===== src/rtl/rx_defect_irq.sv =====
module rx_defect_irq #(
  parameter logic [7:0] ADDR_CFG  = 8'h10,
  parameter logic [7:0] ADDR_MASK = 8'h12,
  parameter logic [7:0] ADDR_CAUS = 8'h13
) (
  input  logic       clk,
  input  logic       rst_n,
  input  logic [7:0] bus_addr,
  input  logic       bus_wr,
  input  logic       bus_rd,
  input  logic [7:0] bus_wdata,
  output logic [7:0] bus_rdata,
  input  logic       live_los,
  input  logic       live_ais,
  input  logic       live_idle,
  input  logic       live_oof,
  input  logic       evt_cpbit,
  input  logic       evt_pbit,
  input  logic       evt_ferf,
  input  logic       evt_aic,
  output logic [2:0] cfg_mode,
  output logic       irq_n,
  output logic       ferf_req
);

  logic [3:0] lvl_q;
  logic [7:0] mask_q, cause_q, hit;
  logic [2:0] cfg_q;
  logic       rd_cause;

  wire [3:0] lvl_now = {live_los, live_ais, live_idle, live_oof};
  wire [3:0] lvl_chg = lvl_now ^ lvl_q;

  assign hit = {evt_cpbit, lvl_chg[3], lvl_chg[2], lvl_chg[1],
                evt_ferf, evt_aic, lvl_chg[0], evt_pbit} & mask_q;
  assign rd_cause = bus_rd && (bus_addr == ADDR_CAUS);

  always_ff @(posedge clk) begin
    if (!rst_n) begin
      lvl_q   <= '0;
      mask_q  <= '0;
      cause_q <= '0;
      cfg_q   <= '0;
    end else begin
      lvl_q   <= lvl_now;
      cause_q <= (rd_cause ? 8'h00 : cause_q) | hit;
      if (bus_wr && bus_addr == ADDR_MASK) mask_q <= bus_wdata;
      if (bus_wr && bus_addr == ADDR_CFG)  cfg_q  <= bus_wdata[2:0];
    end
  end

  always_comb begin
    bus_rdata = 8'h00;
    if (bus_rd) begin
      case (bus_addr)
        ADDR_CFG:  bus_rdata = {live_ais, live_los, live_idle, live_oof, 1'b0, cfg_q};
        ADDR_MASK: bus_rdata = mask_q;
        ADDR_CAUS: bus_rdata = cause_q;
        default:   bus_rdata = 8'h00;
      endcase
    end
  end

  assign irq_n    = ~|(cause_q & mask_q);
  assign ferf_req = lvl_q[3];
  assign cfg_mode = cfg_q;

  a_r3_masked_no_set: assert property (@(posedge clk) disable iff (!rst_n)
    1'b1 |=> ((cause_q & ~$past(cause_q) & ~$past(mask_q)) == 8'h00));

  a_r6_read_clears: assert property (@(posedge clk) disable iff (!rst_n)
    rd_cause |=> ((cause_q & ~$past(hit)) == 8'h00));

  a_r7_event_survives: assert property (@(posedge clk) disable iff (!rst_n)
    (rd_cause && |hit) |=> ((cause_q & $past(hit)) == $past(hit)));

  a_r8_irq_needs_cause: assert property (@(posedge clk) disable iff (!rst_n)
    !irq_n |-> (cause_q != 8'h00));

  a_r10_ferf_follows_los: assert property (@(posedge clk) disable iff (!rst_n)
    live_los |=> ferf_req);

endmodule


===== config.mk =====
export PLATFORM = sky130hd
export DESIGN_NAME = rx_defect_irq
export DESIGN_NICKNAME = d
export VERILOG_FILES = /design/src/rtl/rx_defect_irq.sv
export SDC_FILE = /design/constraint.sdc
export NUM_CORES = 1
export LEC_CHECK = 0
export ABC_AREA = 1
export BUFFER_PORTS_ARGS = -buffer_cell sky130_fd_sc_hd__buf_4
export CAP_MARGIN = 10
export CORE_ASPECT_RATIO = 1.25
export CORE_MARGIN = 3
export CORE_UTILIZATION = 35
export DETAILED_ROUTE_END_ITERATION = 16
export GPL_TIMING_DRIVEN = 0
export PLACE_DENSITY = 0.6
export SLEW_MARGIN = 25
export SYNTH_ARGS = -nofsm -noshare
export SYNTH_HDL_FRONTEND = slang
export SYNTH_SLANG_ARGS = --single-unit

===== constraint.sdc =====
create_clock -name clk -period 1.4 [get_ports clk]
set_input_delay 0.07 -clock clk [delete_from_list [all_inputs] [get_ports clk]]
set_output_delay 0.07 -clock clk [all_outputs]
set_load 0.02 [all_outputs]

==> PnR_summary.wiki <==
{| class="wikitable"
! Metric !! Value
|-
| Post-place instance area || 0.001652 mm²
|-
| Post-synth cell types || 20
|-
| Global-route wire length before repair || 5554 µm
|-
| Synthesis warning total || 0
|-
| Number of global-route vias before repair || 1260
|-
| Final HPWL DP || 2600 µm
|-
| Worst IR drop on VDD || 0.4391 mV
|-
| Cell count of the worst reg-to-reg path || 4
|-
| Clock slew at the register clock pins of the worst setup and hold paths || 0.08 ns
|-
| Power consumption || 0.001228 W
|-
| Final number of hold-violating endpoints || 0
|-
| Result of the run || finished clean
|-
| Standard cell core area || 0.003543 mm²
|-
| Number of core rows || 24
|-
| Destination of the worst register-to-register timing path || cause_q[1]$_SDFF_PN0_
|-
| Final antenna-violating net count || 0
|-
| Count of flip-flops with a built-in enable after synthesis || 0
|-
| Max_cap viols || 0
|-
| Overall via count from detail_route || 1362
|-
| Quantity of gates resized following cts || 0
|-
| Total Negative Setup Slacks || 0 ns
|-
| Met2 wire len || 1639 µm
|-
| CTS root buffer || sky130_fd_sc_hd__clkbuf_8
|-
| Reg2Reg Setup Slack || 0.55 ns
|-
| Synth area leaders || sky130_fd_sc_hd__dfxtp_1 (35%), sky130_fd_sc_hd__nand2_1 (15%), sky130_fd_sc_hd__nand3_1 (13%)
|-
| Crit path launch || bus_addr[2]
|-
| CTS tree || yes
|-
| Horizontal die dimension || 60.88 µm
|-
| RSZ-0062 raised after global routing || false
|-
| Time the final worst path needs with I/O delays and setup || 1.279 ns
|-
| Postcts setup bufs || 0
|-
| Highest layer used for signal routing || met4
|-
| Most frequent cells after synthesis || sky130_fd_sc_hd__nand2_1 (53), sky130_fd_sc_hd__nand3_1 (35), sky130_fd_sc_hd__inv_1 (31), sky130_fd_sc_hd__nor2_1 (28), sky130_fd_sc_hd__dfxtp_1 (23)
|-
| NumNets Final || 278
|-
| Share of the yosys chip area belonging to registers || 0.3495
|-
| Crit start category || primary input
|-
| Share of the clock period used by the worst path || 0.9137
|-
| Cell count after synthesis || 207
|-
| Final estimated routing congestion in global placement || 0.8331
|-
| Cell type of the slowest stage on the worst timing path || sky130_fd_sc_hd__nor2_2
|-
| Antenna diode count || 0
|-
| Number of top-level design ports || 41
|-
| Via density || 4.729
|-
| Remaining routing DRC violations || 0
|-
| Num Clock Sinks || 23
|-
| Global route overflow || 0
|-
| Fill cells || 406
|-
| Total of buffers placed on input and output ports || 38
|-
| Finished Layout Cells || 288
|-
| Syn Std Cell Area || 0.001318 mm²
|-
| Per-cell routed wire length || 11.74 µm
|-
| Overall global routing resource usage || 0.1628
|-
| Total met3 wirelength after detailed routing || 225 µm
|-
| Hold buffers post-CTS || 0
|-
| Critical-path maximum fanout || 9
|-
| Synth top area share || 0.3495
|-
| Routed metal-1 wire length || 1455 µm
|-
| Ordered list of cells on the worst path || buf_4 > inv_1 > nand2_2 > nor2_2 > nand3_1 > nand3_1 > nand2_1 > inv_1 > buf_4
|-
| Number of DRC markers in iteration 0 || 41
|-
| Final Max Slew Viols || 0
|-
| Crit path largest cell delay || 0.37 ns
|-
| Placed Cells || 284
|-
| Static leakage || 0.9050 nW
|-
| Number of logic stages on the critical path including buffering || 9
|-
| Vertical extent of the die || 74.60 µm
|-
| Post-synth top flop || sky130_fd_sc_hd__dfxtp_1
|-
| Inserted Clock Buffers || 3
|-
| Level count of the clock H-tree || 1
|-
| Avg Inst Size Synth || 6.365 µm²
|-
| Arrival time at the worst endpoint || 1.21 ns
|-
| Class of the tightest hold or removal check || primary input to flop
|-
| Largest delay share family, worst path || simple AND/OR/NAND/NOR gates
|-
| Startpoint of the lowest-slack register-to-register path || mask_q[1]$_SDFFE_PN0P_
|-
| Total Wirelength || 3382 µm
|-
| Worst Path Required || 1.33 ns
|-
| Most used standard cell by instance count after synthesis || sky130_fd_sc_hd__nand2_1
|-
| Clock skew after layout || 0.004517 ns
|-
| Largest net degree at the start of global routing || 14
|-
| Share of flip-flops with an asynchronous set or reset after synthesis || 0
|-
| Final standard cell area without fillers || 0.001698 mm²
|-
| Most area-hungry cell type in the Yosys netlist || sky130_fd_sc_hd__dfxtp_1
|-
| Number of buffers and inverters on the critical path || 4
|-
| Post-synth net total || 235
|-
| CP endpoint || bus_rdata[2]
|-
| Crit. End Element || output port
|-
| Share of final-layout standard cells stronger than drive strength 1 || 0.2329
|-
| Growth of design area from synthesis to finish || 28.87%
|-
| Final critical-path setup slack || 0.1208 ns
|-
| Worst slew margin relative to its limit || 0.7187
|-
| Worst slack after detailed placement || 0.1064 ns
|-
| Initial standard-cell utilization of the core || 0.3718
|-
| Die area || 0.004541 mm²
|-
| Initial DRT Pass Iterations || 4
|-
| Number of buffers between clock root and the deepest sink || 2
|-
| Setup-violating endpoint count in the final report || 0
|-
| Peak clock frequency supported by timing || 0.7818 GHz
|-
| Number of antenna violations at the first check in global routing || 0
|-
| #FFs+latches synth || 23
|-
| Power per standard cell area || 723.2 mW/mm²
|-
| Worst Setup Path Type || primary input to output port
|-
| Worst-Skew Late Latency || 0.27 ns
|-
| Worst Tran Pin Value || 0.4215 ns
|}
==> state kept, by name, summed over array words and instances (netlist names) <==
name	flops
mask_q	8
cause_q	8
cfg_mode	3
lvl_q	4
==> layer usage <==
metal | vias to the layer above | global-route usage
li1 | 727 | -
met1 | 585 | 0.2206
met2 | 43 | 0.2628
met3 | 7 | 0.02257
met4 | 0 | 0.05542
met5 | - | 0
==> worst min path at each step <==
stage	from	end	slack [ns]	depth (start not counted)
final	live_los	lvl_q[3]$_SDFF_PN0_	0.006	3
after global routing	live_los	lvl_q[3]$_SDFF_PN0_	0.02	3
after CTS	live_los	lvl_q[3]$_SDFF_PN0_	0.002	3
after detailed placement	live_los	lvl_q[3]$_SDFF_PN0_	0.28	3
after global placement	live_los	lvl_q[3]$_SDFF_PN0_	0.28	3
after floorplan	live_oof	lvl_q[0]$_SDFF_PN0_	0.16	2
==> cell usage in the layout (no fill, tap or decap) <==
master and count:
sky130_fd_sc_hd__buf_6 1, sky130_fd_sc_hd__nand3_4 1, sky130_fd_sc_hd__a21oi_1 13, sky130_fd_sc_hd__nand2_1 53
sky130_fd_sc_hd__inv_1 31, sky130_fd_sc_hd__o21ai_0 4, sky130_fd_sc_hd__nand4_1 2, sky130_fd_sc_hd__nand3_2 1
sky130_fd_sc_hd__buf_4 41, sky130_fd_sc_hd__o211ai_1 1, sky130_fd_sc_hd__nor2_4 1, sky130_fd_sc_hd__nor2_2 1
sky130_fd_sc_hd__nor2_1 28, sky130_fd_sc_hd__clkbuf_1 1, sky130_fd_sc_hd__dfxtp_1 23, sky130_fd_sc_hd__clkinv_2 1
sky130_fd_sc_hd__clkbuf_8 3, sky130_fd_sc_hd__inv_2 1, sky130_fd_sc_hd__nor2_8 2, sky130_fd_sc_hd__buf_2 1
sky130_fd_sc_hd__nand2_2 4, sky130_fd_sc_hd__nand3_1 35
==> layout make-up <==
cell class,count,area (µm²),area share
Multi-Input combinational cell,146,694.4,0.4090
Sequential cell,23,460.4,0.2712
Tap cell,39,48.80,0.02874
Timing Repair Buffer,38,285.3,0.1680
Clock buffer,3,41.29,0.02432
Clock inverter,1,5.005,0.002948
Buffer,6,42.54,0.02506
Inverter,32,120.1,0.07074
==> report_power, final <==
| part | internal [W] | switching, W | leakage (nW) |
|---|---|---|---|
| Sequential | 0.000661 | 0.00000382 | 0.186 |
| Combinational | 0.0000668 | 0.0000794 | 0.693 |
| Clock | 0.000199 | 0.000218 | 0.0255 |
==> worst reg2reg max path, delay by kind of cell (launching register included) <==
| family | cells | cell delay (ns) |
|---|---|---|
| flip-flops | 1 | 0.40 |
| buffers and inverters | 1 | 0.07 |
| AO/OA/AOI/OAI | 3 | 0.32 |
==> through the flow <==
stage | utilization | hold slack, ns
floorplan | - | 0.1635
global placement | 0.4661 | 0.2763
detailed placement | 0.4661 | 0.2819
CTS | 0.4792 | 0.001856
global route | 0.4792 | 0.02007
finish | 0.4792 | 0.005579
==> kinds of logic (layout without fill, tap and decap cells) <==
logic type | count (synthesis) | after routing | synth area share
simple gates | 128 | 128 | 0.4568
buf+inv | 38 | 80 | 0.1234
flops | 23 | 23 | 0.3495
compound gates | 18 | 18 | 0.07028
Note: power is estimated with default switching activity, not from simulation.
